$ cat src/rtl/seqkick_pkg.sv
package seqkick_pkg;

    localparam int DELAY_W = 5;
    localparam int DATA_W  = 32;
    localparam int CAUSE_W = 3;

    localparam logic [DATA_W-1:0] KICK_A_WORD = 32'hABCD1234;
    localparam logic [DATA_W-1:0] KICK_B_WORD = 32'h4321DCBA;

    typedef enum logic [1:0] {
        OFS_SOFT  = 2'd0,
        OFS_CFG   = 2'd1,
        OFS_KICKA = 2'd2,
        OFS_KICKB = 2'd3
    } reg_ofs_e;

    typedef enum logic [CAUSE_W-1:0] {
        CAUSE_POWER   = 3'd0,
        CAUSE_EXPIRE  = 3'd1,
        CAUSE_BADKICK = 3'd2,
        CAUSE_SOFT    = 3'd3,
        CAUSE_USER    = 3'd4
    } cause_e;

    typedef enum logic [1:0] {
        ST_IDLE  = 2'd0,
        ST_RUN   = 2'd1,
        ST_PULSE = 2'd2
    } ctrl_state_e;

    typedef enum logic {
        TK_WAIT  = 1'b0,
        TK_ARMED = 1'b1
    } kick_state_e;

    typedef struct packed {
        logic               en;
        logic [DELAY_W-1:0] delay;
    } wdt_cfg_t;

endpackage

$ cat src/rtl/seqkick_regs.sv
module seqkick_regs
    import seqkick_pkg::*;
#(
    parameter int ADDR_W = 4
) (
    input  logic               clk,
    input  logic               rst_n,
    input  logic [ADDR_W-1:0]  addr,
    input  logic               wr_en,
    input  logic               rd_en,
    input  logic               wbit_en,
    input  logic [DELAY_W-1:0] wbit_delay,
    input  logic               wbit_soft,
    input  logic [CAUSE_W-1:0] cause_i,
    input  logic               cfg_clr_i,
    input  logic               en_clr_i,
    output wdt_cfg_t           cfg_o,
    output logic               soft_wr_o,
    output logic               kick_a_wr_o,
    output logic               kick_b_wr_o,
    output logic [DATA_W-1:0]  rdata
);

    localparam int IDX_LSB = 2;
    localparam int PAD_W   = DATA_W - 1 - DELAY_W;

    logic     hit;
    logic     upper_ok;
    reg_ofs_e ofs;
    wdt_cfg_t cfg_q;
    logic [DATA_W-1:0] rdata_q;

    generate
        if (ADDR_W > IDX_LSB + 2) begin : g_upper
            assign upper_ok = (addr[ADDR_W-1:IDX_LSB+2] == '0);
        end else begin : g_no_upper
            assign upper_ok = 1'b1;
        end
    endgenerate

    assign hit = upper_ok && (addr[IDX_LSB-1:0] == '0);
    assign ofs = reg_ofs_e'(addr[IDX_LSB+:2]);

    assign soft_wr_o   = wr_en && hit && (ofs == OFS_SOFT) && wbit_soft;
    assign kick_a_wr_o = wr_en && hit && (ofs == OFS_KICKA);
    assign kick_b_wr_o = wr_en && hit && (ofs == OFS_KICKB);

    always_ff @(posedge clk or negedge rst_n) begin
        if (!rst_n) begin
            cfg_q <= '0;
        end else if (cfg_clr_i) begin
            cfg_q <= '0;
        end else begin
            if (wr_en && hit && (ofs == OFS_CFG)) begin
                cfg_q.en    <= wbit_en;
                cfg_q.delay <= wbit_delay;
            end
            if (en_clr_i) begin
                cfg_q.en <= 1'b0;
            end
        end
    end

    always_ff @(posedge clk or negedge rst_n) begin
        if (!rst_n) begin
            rdata_q <= '0;
        end else if (rd_en && hit) begin
            unique case (ofs)
                OFS_CFG:   rdata_q <= {cfg_q.en, {PAD_W{1'b0}}, cfg_q.delay};
                OFS_KICKA: rdata_q <= {{(DATA_W-CAUSE_W){1'b0}}, cause_i};
                default:   rdata_q <= '0;
            endcase
        end else begin
            rdata_q <= '0;
        end
    end

    assign cfg_o = cfg_q;
    assign rdata = rdata_q;

endmodule

$ cat src/rtl/seqkick_seq.sv
module seqkick_seq
    import seqkick_pkg::*;
(
    input  logic              clk,
    input  logic              rst_n,
    input  logic              kick_a_wr_i,
    input  logic              kick_b_wr_i,
    input  logic [DATA_W-1:0] wdata,
    input  logic              flush_i,
    output logic              good_o,
    output logic              bad_o
);

    kick_state_e state_q, state_d;
    logic a_match, b_match;

    assign a_match = (wdata == KICK_A_WORD);
    assign b_match = (wdata == KICK_B_WORD);

    always_comb begin
        state_d = state_q;
        if (flush_i) begin
            state_d = TK_WAIT;
        end else if (kick_a_wr_i) begin
            state_d = a_match ? TK_ARMED : TK_WAIT;
        end else if (kick_b_wr_i) begin
            state_d = TK_WAIT;
        end
    end

    always_ff @(posedge clk or negedge rst_n) begin
        if (!rst_n) state_q <= TK_WAIT;
        else        state_q <= state_d;
    end

    always_comb begin
        good_o = 1'b0;
        bad_o  = 1'b0;
        unique case (state_q)
            TK_WAIT: begin
                bad_o = (kick_a_wr_i && !a_match) || kick_b_wr_i;
            end
            TK_ARMED: begin
                good_o = kick_b_wr_i && b_match;
                bad_o  = (kick_a_wr_i && !a_match) || (kick_b_wr_i && !b_match);
            end
            default: begin
                good_o = 1'b0;
                bad_o  = 1'b0;
            end
        endcase
    end


    good_needs_b_chk: assert property (@(posedge clk) disable iff (!rst_n)
        good_o |-> (kick_b_wr_i && !bad_o));

endmodule

$ cat src/rtl/seqkick_timer.sv
module seqkick_timer #(
    parameter int DELAY_W = 5,
    parameter int CNT_W   = 1 << DELAY_W
) (
    input  logic               clk,
    input  logic               rst_n,
    input  logic               clr_i,
    input  logic               run_i,
    input  logic               tick_i,
    input  logic [DELAY_W-1:0] delay_i,
    output logic               expire_o
);

    localparam logic [CNT_W-1:0] ALL_ONES = '1;

    logic [CNT_W-1:0]   count_q;
    logic [CNT_W-1:0]   mask;
    logic [DELAY_W-1:0] sh;
    logic               terminal;

    assign sh       = DELAY_W'(CNT_W - 1) - delay_i;
    assign mask     = ALL_ONES >> sh;
    assign terminal = (count_q == mask);
    assign expire_o = run_i && tick_i && terminal;

    always_ff @(posedge clk or negedge rst_n) begin
        if (!rst_n) begin
            count_q <= '0;
        end else if (clr_i) begin
            count_q <= '0;
        end else if (run_i && tick_i) begin
            count_q <= terminal ? '0 : count_q + 1'b1;
        end
    end


    count_bound_chk: assert property (@(posedge clk) disable iff (!rst_n)
        run_i |-> (count_q <= mask));


    idle_tick_hold_chk: assert property (@(posedge clk) disable iff (!rst_n)
        (!tick_i && !clr_i) |=> $stable(count_q));

endmodule

$ cat src/rtl/seqkick_ctrl.sv
module seqkick_ctrl
    import seqkick_pkg::*;
#(
    parameter int PULSE_LEN = 4
) (
    input  logic               clk,
    input  logic               rst_n,
    input  logic               good_i,
    input  logic               bad_i,
    input  logic               soft_i,
    input  logic               expire_i,
    input  logic               user_rst_i,
    input  wdt_cfg_t           cfg_i,
    output logic               run_o,
    output logic [DELAY_W-1:0] act_delay_o,
    output logic               rst_req_o,
    output logic [CAUSE_W-1:0] cause_o,
    output logic               timer_clr_o,
    output logic               seq_flush_o,
    output logic               en_clr_o,
    output logic               cfg_clr_o
);

    localparam int PC_W = (PULSE_LEN > 1) ? $clog2(PULSE_LEN) : 1;
    localparam logic [PC_W-1:0] PC_LAST = PC_W'(PULSE_LEN - 1);

    ctrl_state_e state_q, state_d;
    cause_e      cause_q, cause_d;
    logic [PC_W-1:0]    pcnt_q;
    logic [DELAY_W-1:0] act_delay_q;
    logic               load_act;
    logic               reload;
    logic               pulse_done;

    assign pulse_done = (state_q == ST_PULSE) && (pcnt_q == PC_LAST);

    // next-state and transition selection
    always_comb begin
        state_d  = state_q;
        cause_d  = cause_q;
        load_act = 1'b0;
        reload   = 1'b0;
        if (user_rst_i) begin
            state_d = ST_IDLE;
            cause_d = CAUSE_USER;
            reload  = 1'b1;
        end else begin
            unique case (state_q)
                ST_IDLE: begin
                    if (soft_i) begin
                        state_d = ST_PULSE;
                        cause_d = CAUSE_SOFT;
                    end else if (good_i) begin
                        load_act = 1'b1;
                        reload   = 1'b1;
                        state_d  = cfg_i.en ? ST_RUN : ST_IDLE;
                    end
                end
                ST_RUN: begin
                    if (soft_i) begin
                        state_d = ST_PULSE;
                        cause_d = CAUSE_SOFT;
                    end else if (bad_i) begin
                        state_d = ST_PULSE;
                        cause_d = CAUSE_BADKICK;
                    end else if (good_i) begin
                        load_act = 1'b1;
                        reload   = 1'b1;
                        state_d  = cfg_i.en ? ST_RUN : ST_IDLE;
                    end else if (expire_i) begin
                        state_d = ST_PULSE;
                        cause_d = CAUSE_EXPIRE;
                    end
                end
                ST_PULSE: begin
                    if (pulse_done) state_d = ST_IDLE;
                end
                default: state_d = ST_IDLE;
            endcase
        end
    end

    // state register
    always_ff @(posedge clk or negedge rst_n) begin
        if (!rst_n) begin
            state_q     <= ST_IDLE;
            cause_q     <= CAUSE_POWER;
            pcnt_q      <= '0;
            act_delay_q <= '0;
        end else begin
            state_q <= state_d;
            cause_q <= cause_d;
            if (state_d == ST_PULSE && state_q != ST_PULSE) pcnt_q <= '0;
            else if (state_q == ST_PULSE)                   pcnt_q <= pcnt_q + 1'b1;
            if (load_act) act_delay_q <= cfg_i.delay;
        end
    end

    // outputs
    always_comb begin
        run_o       = (state_q == ST_RUN);
        rst_req_o   = (state_q == ST_PULSE);
        timer_clr_o = reload || (state_q == ST_PULSE);
        seq_flush_o = user_rst_i || (state_q == ST_PULSE);
        en_clr_o    = pulse_done && !user_rst_i;
        cfg_clr_o   = user_rst_i;
        cause_o     = cause_q;
        act_delay_o = act_delay_q;
    end


    soft_cause_chk: assert property (@(posedge clk) disable iff (!rst_n)
        (soft_i && !user_rst_i && state_q != ST_PULSE) |=> (rst_req_o && cause_q == CAUSE_SOFT));


    bad_cause_chk: assert property (@(posedge clk) disable iff (!rst_n)
        (bad_i && state_q == ST_RUN && !soft_i && !user_rst_i) |=> (rst_req_o && cause_q == CAUSE_BADKICK));


    user_cause_chk: assert property (@(posedge clk) disable iff (!rst_n)
        user_rst_i |=> (!rst_req_o && cause_q == CAUSE_USER));


    cause_hold_chk: assert property (@(posedge clk) disable iff (!rst_n)
        !$stable(cause_q) |-> ($rose(rst_req_o) || $past(user_rst_i)));

endmodule

$ cat src/rtl/seqkick_wdt.sv
module seqkick_wdt
    import seqkick_pkg::*;
#(
    parameter int ADDR_W    = 4,
    parameter int PULSE_LEN = 4
) (
    input  logic              clk,
    input  logic              rst_n,
    input  logic              tick,
    input  logic              user_rst,
    input  logic [ADDR_W-1:0] addr,
    input  logic              wr_en,
    input  logic              rd_en,
    input  logic [DATA_W-1:0] wdata,
    output logic [DATA_W-1:0] rdata,
    output logic              rst_req
);

    localparam int CNT_W = 1 << DELAY_W;

    wdt_cfg_t           cfg;
    logic               soft_wr, kick_a_wr, kick_b_wr;
    logic               good, bad, expire;
    logic               run, timer_clr, seq_flush, en_clr, cfg_clr;
    logic [DELAY_W-1:0] act_delay;
    logic [CAUSE_W-1:0] cause;

    seqkick_regs #(.ADDR_W(ADDR_W)) regs_i (
        .clk        (clk),
        .rst_n      (rst_n),
        .addr       (addr),
        .wr_en      (wr_en),
        .rd_en      (rd_en),
        .wbit_en    (wdata[DATA_W-1]),
        .wbit_delay (wdata[DELAY_W-1:0]),
        .wbit_soft  (wdata[0]),
        .cause_i    (cause),
        .cfg_clr_i  (cfg_clr),
        .en_clr_i   (en_clr),
        .cfg_o      (cfg),
        .soft_wr_o  (soft_wr),
        .kick_a_wr_o(kick_a_wr),
        .kick_b_wr_o(kick_b_wr),
        .rdata      (rdata)
    );

    seqkick_seq seq_i (
        .clk        (clk),
        .rst_n      (rst_n),
        .kick_a_wr_i(kick_a_wr),
        .kick_b_wr_i(kick_b_wr),
        .wdata      (wdata),
        .flush_i    (seq_flush),
        .good_o     (good),
        .bad_o      (bad)
    );

    seqkick_timer #(.DELAY_W(DELAY_W), .CNT_W(CNT_W)) timer_i (
        .clk     (clk),
        .rst_n   (rst_n),
        .clr_i   (timer_clr),
        .run_i   (run),
        .tick_i  (tick),
        .delay_i (act_delay),
        .expire_o(expire)
    );

    seqkick_ctrl #(.PULSE_LEN(PULSE_LEN)) ctrl_i (
        .clk        (clk),
        .rst_n      (rst_n),
        .good_i     (good),
        .bad_i      (bad),
        .soft_i     (soft_wr),
        .expire_i   (expire),
        .user_rst_i (user_rst),
        .cfg_i      (cfg),
        .run_o      (run),
        .act_delay_o(act_delay),
        .rst_req_o  (rst_req),
        .cause_o    (cause),
        .timer_clr_o(timer_clr),
        .seq_flush_o(seq_flush),
        .en_clr_o   (en_clr),
        .cfg_clr_o  (cfg_clr)
    );


    pulse_end_chk: assert property (@(posedge clk) disable iff (!rst_n)
        $fell(rst_req) |-> !cfg.en);


    expire_running_chk: assert property (@(posedge clk) disable iff (!rst_n)
        expire |-> (run && tick));

endmodule

$ cat config.mk
export PLATFORM = sky130hd
export DESIGN_NAME = seqkick_wdt
export DESIGN_NICKNAME = d
export VERILOG_FILES = /design/src/rtl/seqkick_pkg.sv /design/src/rtl/seqkick_regs.sv /design/src/rtl/seqkick_seq.sv /design/src/rtl/seqkick_timer.sv /design/src/rtl/seqkick_ctrl.sv /design/src/rtl/seqkick_wdt.sv
export SDC_FILE = /design/constraint.sdc
export NUM_CORES = 1
export LEC_CHECK = 0
export BUFFER_PORTS_ARGS = -buffer_cell sky130_fd_sc_hd__buf_2
export CORE_UTILIZATION = 57
export CTS_CLUSTER_DIAMETER = 50
export DETAILED_ROUTE_END_ITERATION = 10
export GPL_ROUTABILITY_DRIVEN = 0
export PLACE_DENSITY = 0.78
export SETUP_SLACK_MARGIN = 0.2
export SYNTH_ARGS = -nofsm -noshare
export SYNTH_HDL_FRONTEND = slang
export SYNTH_SLANG_ARGS = --single-unit
$ cat constraint.sdc
create_clock -name clk -period 3.3 [get_ports clk]
set_input_delay 0.495 -clock clk [delete_from_list [all_inputs] [get_ports clk]]
set_output_delay 0.495 -clock clk [all_outputs]
set_load 0.01 [all_outputs]
==> results of run 1 <==
-- power by group through the flow --
stage / combinational [mW] / sequential [mW] / clock (mW)
after CTS: 0.143 / 0.722 / 0.659
after global routing: 0.161 / 0.723 / 0.698
final: 0.143 / 0.722 / 0.656
after global placement: 0.139 / 0.734 / 0
after floorplan: 0.106 / 0.728 / 0
after detailed placement: 0.141 / 0.735 / 0
-- cells in the final DEF, fill, tap and decap left out, types with 16 or more instances in the layout --
master / count
o21ai_0: 16
nor3_1: 16
a21oi_1: 20
nand2_1: 31
buf_2: 48
buf_4: 18
conb_1: 26
nor2_1: 52
nand3_1: 24
dfrtp_1: 55
-- synthesized netlist by cell type (12+ instances only) --
| master | instances |
|---|---|
| o21ai_0 | 16 |
| and3_1 | 12 |
| nor3_1 | 16 |
| nand2_1 | 31 |
| xnor2_1 | 14 |
| nor2_1 | 52 |
| nor4_1 | 12 |
| buf_4 | 26 |
| clkbuf_1 | 17 |
| nand4_1 | 13 |
| nor2b_1 | 14 |
| inv_1 | 13 |
| dfrtp_1 | 57 |
| nand3_1 | 24 |
| a21oi_1 | 20 |
| xor2_1 | 15 |
-- worst max-delay path, cell delays in order (launching register included) --
cell and delay, ns:
dfrtp_2 0.54, buf_4 0.22, a2111oi_0 0.38, xor2_1 0.20, o2111a_1 0.22, nand4_1 0.09, nor4_2 0.28, buf_4 0.18
nand2_1 0.07, o21ai_1 0.17, buf_4 0.26, nor2_1 0.10
-- registers in the layout, indices dropped and copies added, names as in the netlist --
signal,count
regs_i.cfg_o,6
seq_i.state_q,1
ctrl_i.cause_o,3
ctrl_i.state_q,2
ctrl_i.act_delay_o,5
ctrl_i.pcnt_q,2
regs_i.rdata,6
timer_i.count_q,32
-- area by class of cell --
type,count,share of cell area (%)
Sequential cell,57,30.81
Inverter,13,1.052
Tap cell,96,2.590
Multi-Input combinational cell,385,52.82
Clock inverter,7,1.538
Clock buffer,9,2.671
Timing Repair Buffer,67,8.524
-- per-layer routing --
metal | vias to the layer above | GRT usage (%) | share of wire (%)
met5 | - | 0 | 0
met4 | 0 | 14.75 | 3.6
met3 | 30 | 6.256 | 6.6
met2 | 191 | 47.23 | 48
met1 | 1844 | 36.55 | 42
li1 | 1802 | - | -
-- timing repair --
item                                    4_1_cts  5_1_grt
hold buffers                                  0        0
endpoints found under the setup margin        0       24
gates resized for setup                       0        3
-- cell families after synthesis --
kind of cell               count (synthesis)  synth area share (%)
muxes                                     18                 4.620
buffers and inverters                     67                 8.877
DFF                                       57                 34.42
other                                      1               0.09049
xor gates and xnor gates                  29                 6.129
and+or+nand+nor                          216                 28.93
AOI/OAI and AO/OA                         90                 15.13
adders and majority gates                  6                 1.812
-- through the flow --
step / worst slack, ns / power [mW] / utilization [%] / hold WS [ns] / area (µm²)
finish: 0.4641 / 1.521 / 67.16 / 0.1709 / 4638
global route: 0.2153 / 1.581 / 67.16 / 0.2027 / 4638
CTS: 0.3703 / 1.523 / 67.03 / 0.1743 / 4629
detailed placement: 0.2408 / 0.8764 / 64.20 / 0.5251 / 4434
global placement: 0.2821 / 0.8728 / 64.20 / 0.5293 / 4434
floorplan: 0.5379 / 0.8343 / - / 0.1994 / 4238
-- final timing paths --
kind	end	slack, ns	cells after the start
min in group clk	regs_i.cfg_o[4]$_DFFE_PN0P_	0.43	3
max	timer_i.count_q[20]$_DFFE_PN0P_	0.46	11
max reg2reg	timer_i.count_q[20]$_DFFE_PN0P_	0.46	11
min	timer_i.count_q[10]$_DFFE_PN0P_	0.17	1
min reg2reg	ctrl_i.act_delay_o[4]$_DFFE_PN0P_	0.55	1
max in group asynchronous	ctrl_i.act_delay_o[2]$_DFFE_PN0P_	2.42	2
==> reports/qor.yml, run 1 <==
coreArea_mm2: 0.006907
slew_headroom_pct: 48.11
die_h_um: 87.27
wl_per_cell_um: 16.57
p_sw_share_pct: 26.97
setup.worst_path.class: "reg2reg"
hpwl_um: 7848
area.sequential_mm2: 0.001429
cp-end-kind: "register"
cts_setup_buffers: 0
avgViaCountPerCell: 6.099
num_rows: 30
ys_ff_latch: 57
num_antenna_cells: 0
layoutNonFillerInstCount: 634
initial_core_util_pct: 60.00
io-pin-count: 75
synth_warnings: 0
die-area_mm2: 0.007615
min_period_ns: 2.836
multi_input_area_mm2: 0.002450
postRouteAntennaNets: 0
ir_drop_mv: 0.1794
syn_area_mm2: 0.004144
outcome: "finished, final reports clean"
cp.required_ns: 3.52
power_frac_seq_pct: 47.5
grt_remaining_overflow: 0
p_leak_nw: 2.002
power_frac_clock_pct: 43.1
track_usage_pct: 29.08
cts_tree: "yes"
cp-startpoint: "ctrl_i.act_delay_o[2]$_DFFE_PN0P_"
hold_path.class: "in2async"
numCtsBuffers: 9
drive_gt1_share_pct: 20.63
startpoint_type: "register"
clock_skew_ns: 0.008732
yosysSeqAreaShare_pct: 34.42
yosys-top-cells-area: "dfrtp_1 34%, buf_4 4.7%, nor2_1 4.7%"
dp.cells: 618
ys_async_sr_fraction_pct: 100.0
wl_um: 10510
drcViolationCount: 0
max_freq_mhz: 352.6
rsz0062_at_grt: "false"
clk_pin_slew_worst_paths_ns: 0.07
grt_antenna_before_repair: 0
htreeDepth: 3
grt_pass1_wl_um: 16980
avgSynthCellArea_um2: 8.562
final_max_slew_viol_count: 0
nets: 581
setup_viol: 0
synthToLayoutAreaGrowth_pct: 11.93
clockBufferDepth: 2
drt_iter0_drc: 327
p_sw_mw: 0.4101
critPathMaxFanout: 18
r2r-start: "ctrl_i.act_delay_o[2]$_DFFE_PN0P_"
max_cap_viol_count: 0
nFillCells: 577
netlist.area_leader.share_pct: 34.42
clkLatencyLatePin_ns: 0.34
drt_pre_antenna_iters: 5
power_frac_comb_pct: 9.4
grt_pass1_vias: 3583
port-buffer-count: 48
p_int_mw: 1.111
tns_ns: 0
cts_root_buffer: "clkbuf_8"
grt_max_degree: 35
fin_crit_sh_pct: 85.94
synth_top_area_cell: "dfrtp_1"
via_count: 3867
syn_inst: 484
ys_types: 69
die-width_um: 87.27
synth_edf_count: 0
arrival_ns: 3.06
timing.final.hold_violations: 0
clock_sinks: 57
p_per_area_mw_per_mm2: 327.9
ys.flop_type: "dfrtp_1"
worst_pin_slew_ns: 0.7713
Power figures use the tool's default switching activity.
==> run 2: changes to the inputs <==
--- a/config.mk
+++ b/config.mk
@@ -10,7 +10,7 @@
 export CTS_CLUSTER_DIAMETER = 50
 export DETAILED_ROUTE_END_ITERATION = 10
 export GPL_ROUTABILITY_DRIVEN = 0
-export PLACE_DENSITY = 0.78
+export PLACE_DENSITY = 0.8
 export SETUP_SLACK_MARGIN = 0.2
 export SYNTH_ARGS = -nofsm -noshare
 export SYNTH_HDL_FRONTEND = slang
==> run 2 against run 1 <==
  * Fmax shrank 3.9%
  * Core utilization rose by 0.072 points
  * Worst setup slack worse by 0.11 ns
  * Global-route usage grew 0.78 points
  * Critical path depth fell by 2
  * Design area grew 0.11%
  * Critical path type unchanged
==> reports/qor.yml, run 2 (synthesis gave the netlist of run 1 again) <==
coreArea_mm2: 0.006907  # unchanged
drt_iter0_drc: 326  # -0.31%
cp.required_ns: 3.54  # +0.02 ns
clock_skew_ns: 0.006217  # -0.002515 ns
postRouteAntennaNets: 0  # unchanged
final_max_slew_viol_count: 0  # unchanged
worst_pin_slew_ns: 0.6299  # -0.1414 ns
area.sequential_mm2: 0.001429  # unchanged
nets: 578  # -0.52%
tns_ns: 0  # unchanged
fin_crit_sh_pct: 89.38  # +3.4 points
utilization_pct: 67.23  # +0.072 points
timing.final.hold_violations: 0  # unchanged
num_antenna_cells: 0  # unchanged
dp.cells: 615  # -0.49%
outcome: "finished, final reports clean"
p_leak_nw: 2.008  # +0.31%
grt_pass1_wl_um: 17320  # +2.0%
cts_tree: "yes"
clock_sinks: 57  # unchanged
setup.worst_path.class: "reg2reg"
max_cap_viol_count: 0  # unchanged
multi_input_area_mm2: 0.002444  # -0.26%
timing.rr.end: "timer_i.count_q[5]$_DFFE_PN0P_"
startpoint_type: "register"
final_common_cell: "dfrtp_1"
rsz0062_at_grt: "false"
initial_core_util_pct: 60.00  # unchanged
hold_path.class: "in2async"
grt_pass1_vias: 3621  # +1.1%
setup_slack_ns: 0.3504  # -0.1137 ns
die-width_um: 87.27  # unchanged
grt_max_degree: 36  # +2.9%
final_area_mm2: 0.004643  # +0.11%
track_usage_pct: 29.86  # +0.78 points
grt_remaining_overflow: 0  # unchanged
io-pin-count: 75  # unchanged
layoutNonFillerInstCount: 631  # -0.47%
htreeDepth: 3  # unchanged
cts_setup_buffers: 0  # unchanged
min_period_ns: 2.950  # +0.1137 ns
setup_viol: 0  # unchanged
cp-end-kind: "register"
top_register: "timer_i.count_q"
via_count: 3811  # -1.4%
reg2regPathDepth: 9  # -2
hpwl_um: 7711  # -1.7%
die_h_um: 87.27  # unchanged
ir_drop_mv: 0.2160  # +20%
cts_root_buffer: "clkbuf_8"
max_freq_mhz: 339.0  # -3.9%
slew_headroom_pct: 58.01  # +9.9 points
grt_antenna_before_repair: 0  # unchanged
wl_um: 10500  # about the same
place_ws_ns: 0.1811  # -0.05965 ns
r2r-start: "ctrl_i.act_delay_o[1]$_DFFE_PN0P_"
numCtsBuffers: 9  # unchanged
drcViolationCount: 0  # unchanged
port-buffer-count: 48  # unchanged
layout_common_cells: "55 x dfrtp_1, 52 x nor2_1, 48 x buf_2, 31 x nand2_1, 26 x conb_1"
largest_reg_flops: 32  # unchanged
clkLatencyLatePin_ns: 0.35  # about the same
regToRegSetupSlack_ns: 0.35  # -0.11 ns
clk_pin_slew_worst_paths_ns: 0.07  # about the same
die-area_mm2: 0.007615  # unchanged
clockBufferDepth: 2  # unchanged
drt_pre_antenna_iters: 5  # unchanged
synthToLayoutAreaGrowth_pct: 12.05
arrival_ns: 3.19  # +0.13 ns
dpl_cell_area_mm2: 0.004412  # -0.51%
nFillCells: 598  # +3.6%
avgViaCountPerCell: 6.040  # -0.98%
num_rows: 30  # unchanged
p_per_area_mw_per_mm2: 349.7  # +6.7%
critPathMaxFanout: 18  # unchanged
ctsHoldBuffers: 0  # unchanged
wl_per_cell_um: 16.64  # +0.42%
post_cts_resized: 0  # unchanged
drive_gt1_share_pct: 20.00  # -0.63 points
[run 2: cell count changes in the layout (fill, tap and decap cells not counted), sizes merged]
| cell | before | now |
|---|---|---|
| buf | 67 | 64 |
| bufinv | 1 | 2 |
| clkbuf | 9 | 11 |
| clkinv | 3 | 2 |
| clkinvlp | 3 | 1 |
[run 2: worst max-delay path, stage by stage (launching register included)]
cell and delay (ns):
dfrtp_1 0.72, o2111ai_1 0.23, xnor2_1 0.18, a31oi_1 0.16
or4b_2 0.62, nor4_2 0.18, buf_4 0.18, a21o_2 0.22
nor2_2 0.10, a22o_1 0.25
[run 2: worst max-delay path by stage]
stage                                            from                              to  slack, ns  cells after the start
global placement                             wdata[9]  timer_i.count_q[4]$_DFFE_PN0P_       0.24                      9
global route        ctrl_i.act_delay_o[2]$_DFFE_PN0P_   ctrl_i.cause_o[2]$_DFFE_PN0P_       0.21                     10
floorplan                                    wdata[9]  timer_i.count_q[6]$_DFFE_PN0P_       0.54                      8
finish              ctrl_i.act_delay_o[1]$_DFFE_PN0P_  timer_i.count_q[5]$_DFFE_PN0P_       0.35                      9
CTS                 ctrl_i.act_delay_o[3]$_DFFE_PN0P_  timer_i.count_q[7]$_DFFE_PN0P_       0.38                     10
detailed placement                           wdata[9]  timer_i.count_q[5]$_DFFE_PN0P_       0.18                      9
[run 2: metal layers]
metal | GRT usage, % | vias to the layer above | wire (µm)
li1 | - | 1784 | -
met1 | 35.78 | 1799 | 4131
met2 | 51.42 | 195 | 5256
met3 | 4.171 | 33 | 726
met4 | 16.84 | 0 | 386
met5 | 0 | - | 0
[run 2: final cells by class]
class | instances | area share (%)
Clock buffer | 11 | 3.261
Clock inverter | 5 | 1.671
Inverter | 13 | 1.051
Multi-Input combinational cell | 385 | 52.63
Sequential cell | 57 | 30.77
Tap cell | 96 | 2.587
Timing Repair Buffer | 64 | 8.030
[run 2: stage by stage]
stage               power, mW  hold WS (ns)
finish                  1.624        0.1078
global placement       0.8723        0.4872
detailed placement     0.8768        0.4891
CTS                     1.624        0.1242
global route            1.672        0.1542
floorplan              0.8343        0.1994
[run 2: power breakdown]
group	total (mW)	leakage, nW	switching (mW)	internal (mW)
combinational	0.143	1.11	0.0870	0.0562
sequential	0.722	0.779	0.0140	0.708
clock	0.758	0.115	0.295	0.463
total	1.62	2.01	0.396	1.23
